## config.mk

```make
export PLATFORM = sky130hd
export DESIGN_NAME = sdram_burst_seq
export DESIGN_NICKNAME = d
export VERILOG_FILES = /design/src/rtl/sdram_burst_seq.sv
export SDC_FILE = /design/constraint.sdc
export NUM_CORES = 1
export LEC_CHECK = 0
export CORE_MARGIN = 3
export CORE_UTILIZATION = 50
export DETAILED_ROUTE_END_ITERATION = 8
export DONT_BUFFER_PORTS = 1
export PLACE_DENSITY = 0.68
export SYNTH_ARGS = -nofsm -noshare
export SYNTH_HDL_FRONTEND = slang
export SYNTH_SLANG_ARGS = --single-unit
```

## constraint.sdc

```tcl
create_clock -name clk -period 2.1 [get_ports clk]
set_input_delay 0.42 -clock clk [delete_from_list [all_inputs] [get_ports clk]]
set_output_delay 0.42 -clock clk [all_outputs]
set_load 0.005 [all_outputs]
```

## src/rtl/sdram_burst_seq.sv

```systemverilog
module sdram_burst_seq #(
  parameter int ADDR_W      = 12,
  parameter int MRD_CLKS    = 2,
  parameter int RST_CL      = 3,
  parameter int RST_BL_CODE = 2,
  parameter int RST_TRP     = 2
) (
  input  logic              clk,
  input  logic              rst_n,
  input  logic              req_valid,
  input  logic [2:0]        req_cmd,
  input  logic [1:0]        req_bank,
  input  logic [ADDR_W-1:0] req_addr,
  output logic              req_ready,
  output logic              sd_cs_n,
  output logic              sd_ras_n,
  output logic              sd_cas_n,
  output logic              sd_we_n,
  output logic [1:0]        sd_ba,
  output logic [ADDR_W-1:0] sd_addr,
  output logic              sd_dqm,
  output logic              wr_beat,
  output logic              rd_valid,
  output logic [3:0]        bank_open
);
  localparam int MRD_W = $clog2(MRD_CLKS + 1);

  localparam logic [2:0] CMD_ACT = 3'd1, CMD_RD = 3'd2, CMD_WR = 3'd3,
                         CMD_BST = 3'd4, CMD_PRE = 3'd5, CMD_MRS = 3'd6;

  localparam logic [3:0] BUS_NOP = 4'b0111, BUS_ACT = 4'b0011, BUS_RD = 4'b0101,
                         BUS_WR = 4'b0100, BUS_PRE = 4'b0010, BUS_BST = 4'b0110,
                         BUS_MRS = 4'b0000;

  logic [3:0]       bus_q;
  logic             cl3_q;
  logic [1:0]       bl_code_q;
  logic [3:0]       trp_q;
  logic [3:0]       rd_left, wr_left, trp_cnt;
  logic [MRD_W-1:0] mrd_cnt;
  logic [2:0]       rd_pipe;
  logic [3:0]       burst_len;
  logic             idle, acc;

  assign {sd_cs_n, sd_ras_n, sd_cas_n, sd_we_n} = bus_q;
  assign burst_len = 4'd1 << bl_code_q;
  assign idle      = (rd_left == 4'd0) && (wr_left == 4'd0);
  assign wr_beat   = (wr_left != 4'd0);
  assign rd_valid  = cl3_q ? rd_pipe[2] : rd_pipe[1];
  assign acc       = req_valid && req_ready;

  always_comb begin
    case (req_cmd)
      CMD_ACT: req_ready = idle && (trp_cnt <= 4'd1) && (mrd_cnt <= MRD_W'(1));
      CMD_RD,
      CMD_WR:  req_ready = idle;
      CMD_PRE: req_ready = (wr_left <= 4'd1);
      CMD_MRS: req_ready = idle && (bank_open == 4'd0) && (trp_cnt <= 4'd1);
      default: req_ready = 1'b1;
    endcase
  end

  always_ff @(posedge clk) begin
    if (!rst_n) begin
      bus_q     <= BUS_NOP;
      sd_ba     <= '0;
      sd_addr   <= '0;
      sd_dqm    <= 1'b0;
      bank_open <= '0;
      cl3_q     <= (RST_CL == 3);
      bl_code_q <= 2'(RST_BL_CODE);
      trp_q     <= 4'(RST_TRP);
      rd_left   <= '0;
      wr_left   <= '0;
      trp_cnt   <= '0;
      mrd_cnt   <= '0;
      rd_pipe   <= '0;
    end else begin
      bus_q   <= BUS_NOP;
      sd_dqm  <= 1'b0;
      rd_pipe <= {rd_pipe[1:0], rd_left != 4'd0};
      if (rd_left != 4'd0) rd_left <= rd_left - 4'd1;
      if (wr_left != 4'd0) wr_left <= wr_left - 4'd1;
      if (trp_cnt != 4'd0) trp_cnt <= trp_cnt - 4'd1;
      if (mrd_cnt != '0)   mrd_cnt <= mrd_cnt - MRD_W'(1);
      if (acc) begin
        sd_ba   <= req_bank;
        sd_addr <= req_addr;
        case (req_cmd)
          CMD_ACT: begin
            bus_q <= BUS_ACT;
            bank_open[req_bank] <= 1'b1;
          end
          CMD_RD: begin
            bus_q   <= BUS_RD;
            rd_left <= burst_len;
          end
          CMD_WR: begin
            bus_q   <= BUS_WR;
            wr_left <= burst_len;
          end
          CMD_BST: begin
            bus_q   <= BUS_BST;
            rd_left <= '0;
            wr_left <= '0;
            sd_dqm  <= (wr_left > 4'd1);
          end
          CMD_PRE: begin
            bus_q   <= BUS_PRE;
            rd_left <= '0;
            trp_cnt <= trp_q;
            if (req_addr[10]) bank_open <= '0;
            else              bank_open[req_bank] <= 1'b0;
          end
          CMD_MRS: begin
            bus_q     <= BUS_MRS;
            bl_code_q <= req_addr[1:0];
            cl3_q     <= req_addr[4];
            trp_q     <= req_addr[11:8];
            mrd_cnt   <= MRD_W'(MRD_CLKS);
          end
          default: bus_q <= BUS_NOP;
        endcase
      end
    end
  end
endmodule

```

==> impl_metrics.csv <==
group,metric,value,unit
outcome,status,"finished, violations left",
outcome,violations,"negative setup slack",
floorplan,num_rows,23,
clock_network,cts_hold_buf,0,
clock_network,clkSinkCount,46,
power_and_ir_drop,powerDensity,1230,nW/um^2
clock_network,clockBufferDepth,2,
critical_path,slowest_stage,"or4_4",
sta,maxSlewHeadroom,63.9,%
sta,fin_crit_sh,110,%
cells_and_area,drive_gt1_share,34.9,%
route,drc_errors,0,
critical_path,crit_fanout,5,
yosys,synth_flop_cell,"dfxtp_1",
floorplan,num_io_pins,46,
sta,fin_worst_skew,5.27,ps
route,vias_per_cell,6.00,
yosys,synth_area,2210,um^2
placement,placed_area,2410,um^2
cells_and_area,syn2layout_area_growth,28.2,%
sta,fmax,431,MHz
critical_path,worst_r2r_endpoint,"wr_left[2]",
sta,final-hold-violation-count,0,
critical_path,endpoint,"wr_left[2]",
placement,port_buffers,0,
cells_and_area,fill_cells,330,
global_route,antenna_found_initial,0,
clock_network,worst_skew_pair.late_latency,290,ps
yosys,syn_avg_cell_area,8.83,um^2
floorplan,fp.dieH,72.4,um
yosys,ys_warn_count,0,
yosys,synth_fp_nets,278,
run,max-cap-violations,0,
yosys,synth-edff-count,0,
sta,fin_crit,2320,ps
yosys,yosys.cell_types.count,51,
route,routedWlPerCell,17.0,um
critical_path,r2r_slack,-220,ps
clock_network,tritoncts,"done",
critical_path,cp-end-kind,"flop",
route,drt-total-wl,5.51,mm
yosys,yosysSeqAreaShare,41.7,%
sta,finalSetupTns,-4330,ps
cells_and_area,nets,304,
critical_path,startpoint,"rd_left[0]",
sta,timing.final.ws_setup,-218,ps
clock_network,cts_buffers,5,
floorplan,initial_core_util,53.6,%
placement,place_congestion,0.839,
critical_path,cp-start-kind,"flop",
clock_network,clockRootBuffer,"clkbuf_8",
floorplan,die_w,72.4,um
route,first_pass_iters,4,
clock_network,clk_pin_slew,80,ps
sta,setup_viol,39,
global_route,grt_pass1_vias,1646,
yosys,synthArstFlopShare,0,%
global_route,overflow,0,
global_route,grt_pass1_wl,8.11,mm
power_and_ir_drop,ir_drop,604,uV
critical_path,critical_path.max_stage_delay,460,ps
critical_path,crit_type,"flop to flop",
clock_network,htreeDepth,2,
floorplan,core,4120,um^2
critical_path,cp_cell_sequence,"inv_2 > ha_4 > or3b_4 > o311a_1 > o22a_4 > buf_4 > or4_4 > o22ai_1",
sta,rsz0062_at_grt,"true",
sta,hold_slack,190,ps
yosys,ys_ff_latch,46,
route,antenna_left,0,
critical_path,timing.critical_path.arrival,2530,ps
placement,place_hpwl,3.61,mm
critical_path,reg2regPathDepth,8,
worst_hold_path,min-delay-start,"req_cmd[0]",
sta,maxSlewViolCount,0,
route,dr_total_vias,1951,
cells_and_area,diodes,0,
critical_path,r2r_start,"rd_left[0]",
power_and_ir_drop,power_leakage,1.04,nW
route,dr.first_iter.drc_count,153,
worst_hold_path,hp-class,"input port to flop",
cells_and_area,final_area,2830,um^2
global_route,grt_max_degree,33,
critical_path,required,2310,ps
yosys,syn_inst,250,
sta,max_slew.worst_pin.slew,540,ps
floorplan,die-area,5250,um^2
global_route,grt_use_total,19.8,%
final cells by class:
| type | count | area [um^2] | share of cell area (%) |
|---|---|---|---|
| multi-input cells | 178 | 1400 | 49.4 |
| clock buffers | 6 | 82.6 | 2.92 |
| flip-flops and latches | 46 | 926 | 32.7 |
| well taps | 50 | 62.6 | 2.21 |
| repair buffers | 34 | 313 | 11.1 |
| inverters | 11 | 48.8 | 1.72 |
metal layers:
metal  share of wire, %  track usage (%)  up-vias
met4               0.87             4.92        0
met1                 44             28.1      929
li1                   -                -      938
met3                6.5             5.54        8
met5                  0                0        -
met2                 48             29.8       76
critical path, delay by kind of cell (launching register included):
kind / cells / cell delay (ps)
DFF: 1 / 330
buffers and inverters: 2 / 230
AOI/OAI and AO/OA: 3 / 730
and+or+nand+nor: 2 / 830
adders and majority gates: 1 / 130
placed cells by master (no fill, tap or decap), types with 2 or more instances in the layout:
cell type | netlist | final
buf_6 | 2 | 10
o21ai_0 | 19 | 11
ha_1 | 8 | 5
a21oi_2 | 0 | 7
dfxtp_1 | 46 | 42
or4_4 | 2 | 2
mux2i_1 | 12 | 12
nand3_1 | 14 | 6
xor2_1 | 2 | 2
o21ai_2 | 0 | 4
nand3_2 | 1 | 6
nor2b_1 | 4 | 4
or3_1 | 4 | 4
o21ai_1 | 0 | 4
a211o_1 | 3 | 3
nor2_1 | 7 | 7
o22ai_2 | 0 | 5
buf_4 | 4 | 22
and2_1 | 2 | 2
nand2_1 | 30 | 30
xnor2_1 | 3 | 3
a31oi_1 | 3 | 3
nor3b_1 | 2 | 2
a21oi_1 | 16 | 9
nand3_4 | 0 | 3
clkbuf_8 | 0 | 6
dfxtp_2 | 0 | 4
o22ai_1 | 9 | 4
nor4b_1 | 2 | 2
inv_2 | 2 | 3
inv_1 | 9 | 5
and4_1 | 3 | 3
nor3_1 | 7 | 6
nor2_4 | 0 | 2
ha_4 | 0 | 3
inv_4 | 0 | 3
synth_stat cells (2+ instances only):
library cell | number | share of area [%]
dfxtp_1 | 46 | 42
nand2_1 | 30 | 5.1
o21ai_0 | 19 | 4.3
a21oi_1 | 16 | 3.6
nand3_1 | 14 | 3.2
mux2i_1 | 12 | 5.4
inv_1 | 9 | 1.5
o22ai_1 | 9 | 2.6
clkbuf_1 | 8 | 1.4
ha_1 | 8 | 4.5
nor2_1 | 7 | 1.2
nor3_1 | 7 | 1.6
buf_4 | 4 | 1.4
nor2b_1 | 4 | 1.1
or3_1 | 4 | 1.1
a211o_1 | 3 | 1.2
a31oi_1 | 3 | 0.85
and4_1 | 3 | 1.2
xnor2_1 | 3 | 1.2
and2_1 | 2 | 0.57
buf_6 | 2 | 1.0
inv_2 | 2 | 0.34
nor2_2 | 2 | 0.57
nor3b_1 | 2 | 0.68
nor4b_1 | 2 | 0.79
or2_2 | 2 | 0.57
or4_4 | 2 | 1.0
xor2_1 | 2 | 0.79
timing repair:
| item | CTS | global route |
|---|---|---|
| endpoints found under the setup margin | 34 | 43 |
| endpoints found under the hold margin | 0 | 0 |
| setup buffers | 3 | 3 |
| pin swaps | 8 | 15 |
| resized for setup | 28 | 38 |
state kept, by name, summed over array words and instances (netlist names):
signal / count
bank_open: 4
bl_code_q: 2
bus_q: 3
cl3_q: 1
mrd_cnt: 2
rd_left: 4
rd_pipe: 3
sd_addr: 12
sd_ba: 2
sd_dqm: 1
trp_cnt: 4
trp_q: 4
wr_left: 4
per-stage QoR:
step	cells	power [W]	setup WS [ps]	util (%)
final	325	0.00347	-218	68.7
after detailed placement	313	0.00259	-125	58.7
after floorplan	250	0.00209	-77.7	-
after global placement	313	0.00257	-116	58.7
after global routing	325	0.00370	-268	68.7
after CTS	322	0.00325	-232	63.4
worst min-delay path by stage:
stage / slack [ps] / to / cells past startpoint
finish: 190 / sd_dqm / 1
global route: 170 / sd_dqm / 1
CTS: 200 / sd_dqm / 1
detailed placement: 410 / mrd_cnt[0] / 1
global placement: 410 / mrd_cnt[0] / 1
floorplan: 400 / mrd_cnt[0] / 1
report_power, final:
part           switching [W]  leakage (nW)  internal (W)  total (W)
Sequential          0.000132         0.377       0.00104    0.00117
Combinational       0.000832         0.615      0.000945    0.00178
Clock               0.000267        0.0431      0.000254   0.000521
cells by family after synthesis:
kind of cell | count (synthesis) | share of synthesized area, %
AND/OR/NAND/NOR | 91 | 22.8
AO/OA/AOI/OAI | 60 | 17.0
adder cells (fa/ha/maj) | 8 | 4.54
multiplexers | 13 | 5.95
other | 1 | 0.170
XOR/XNOR | 5 | 1.98
flip-flops | 46 | 41.7
buffers and inverters | 26 | 5.84
Note: power is estimated with default switching activity, not from simulation.
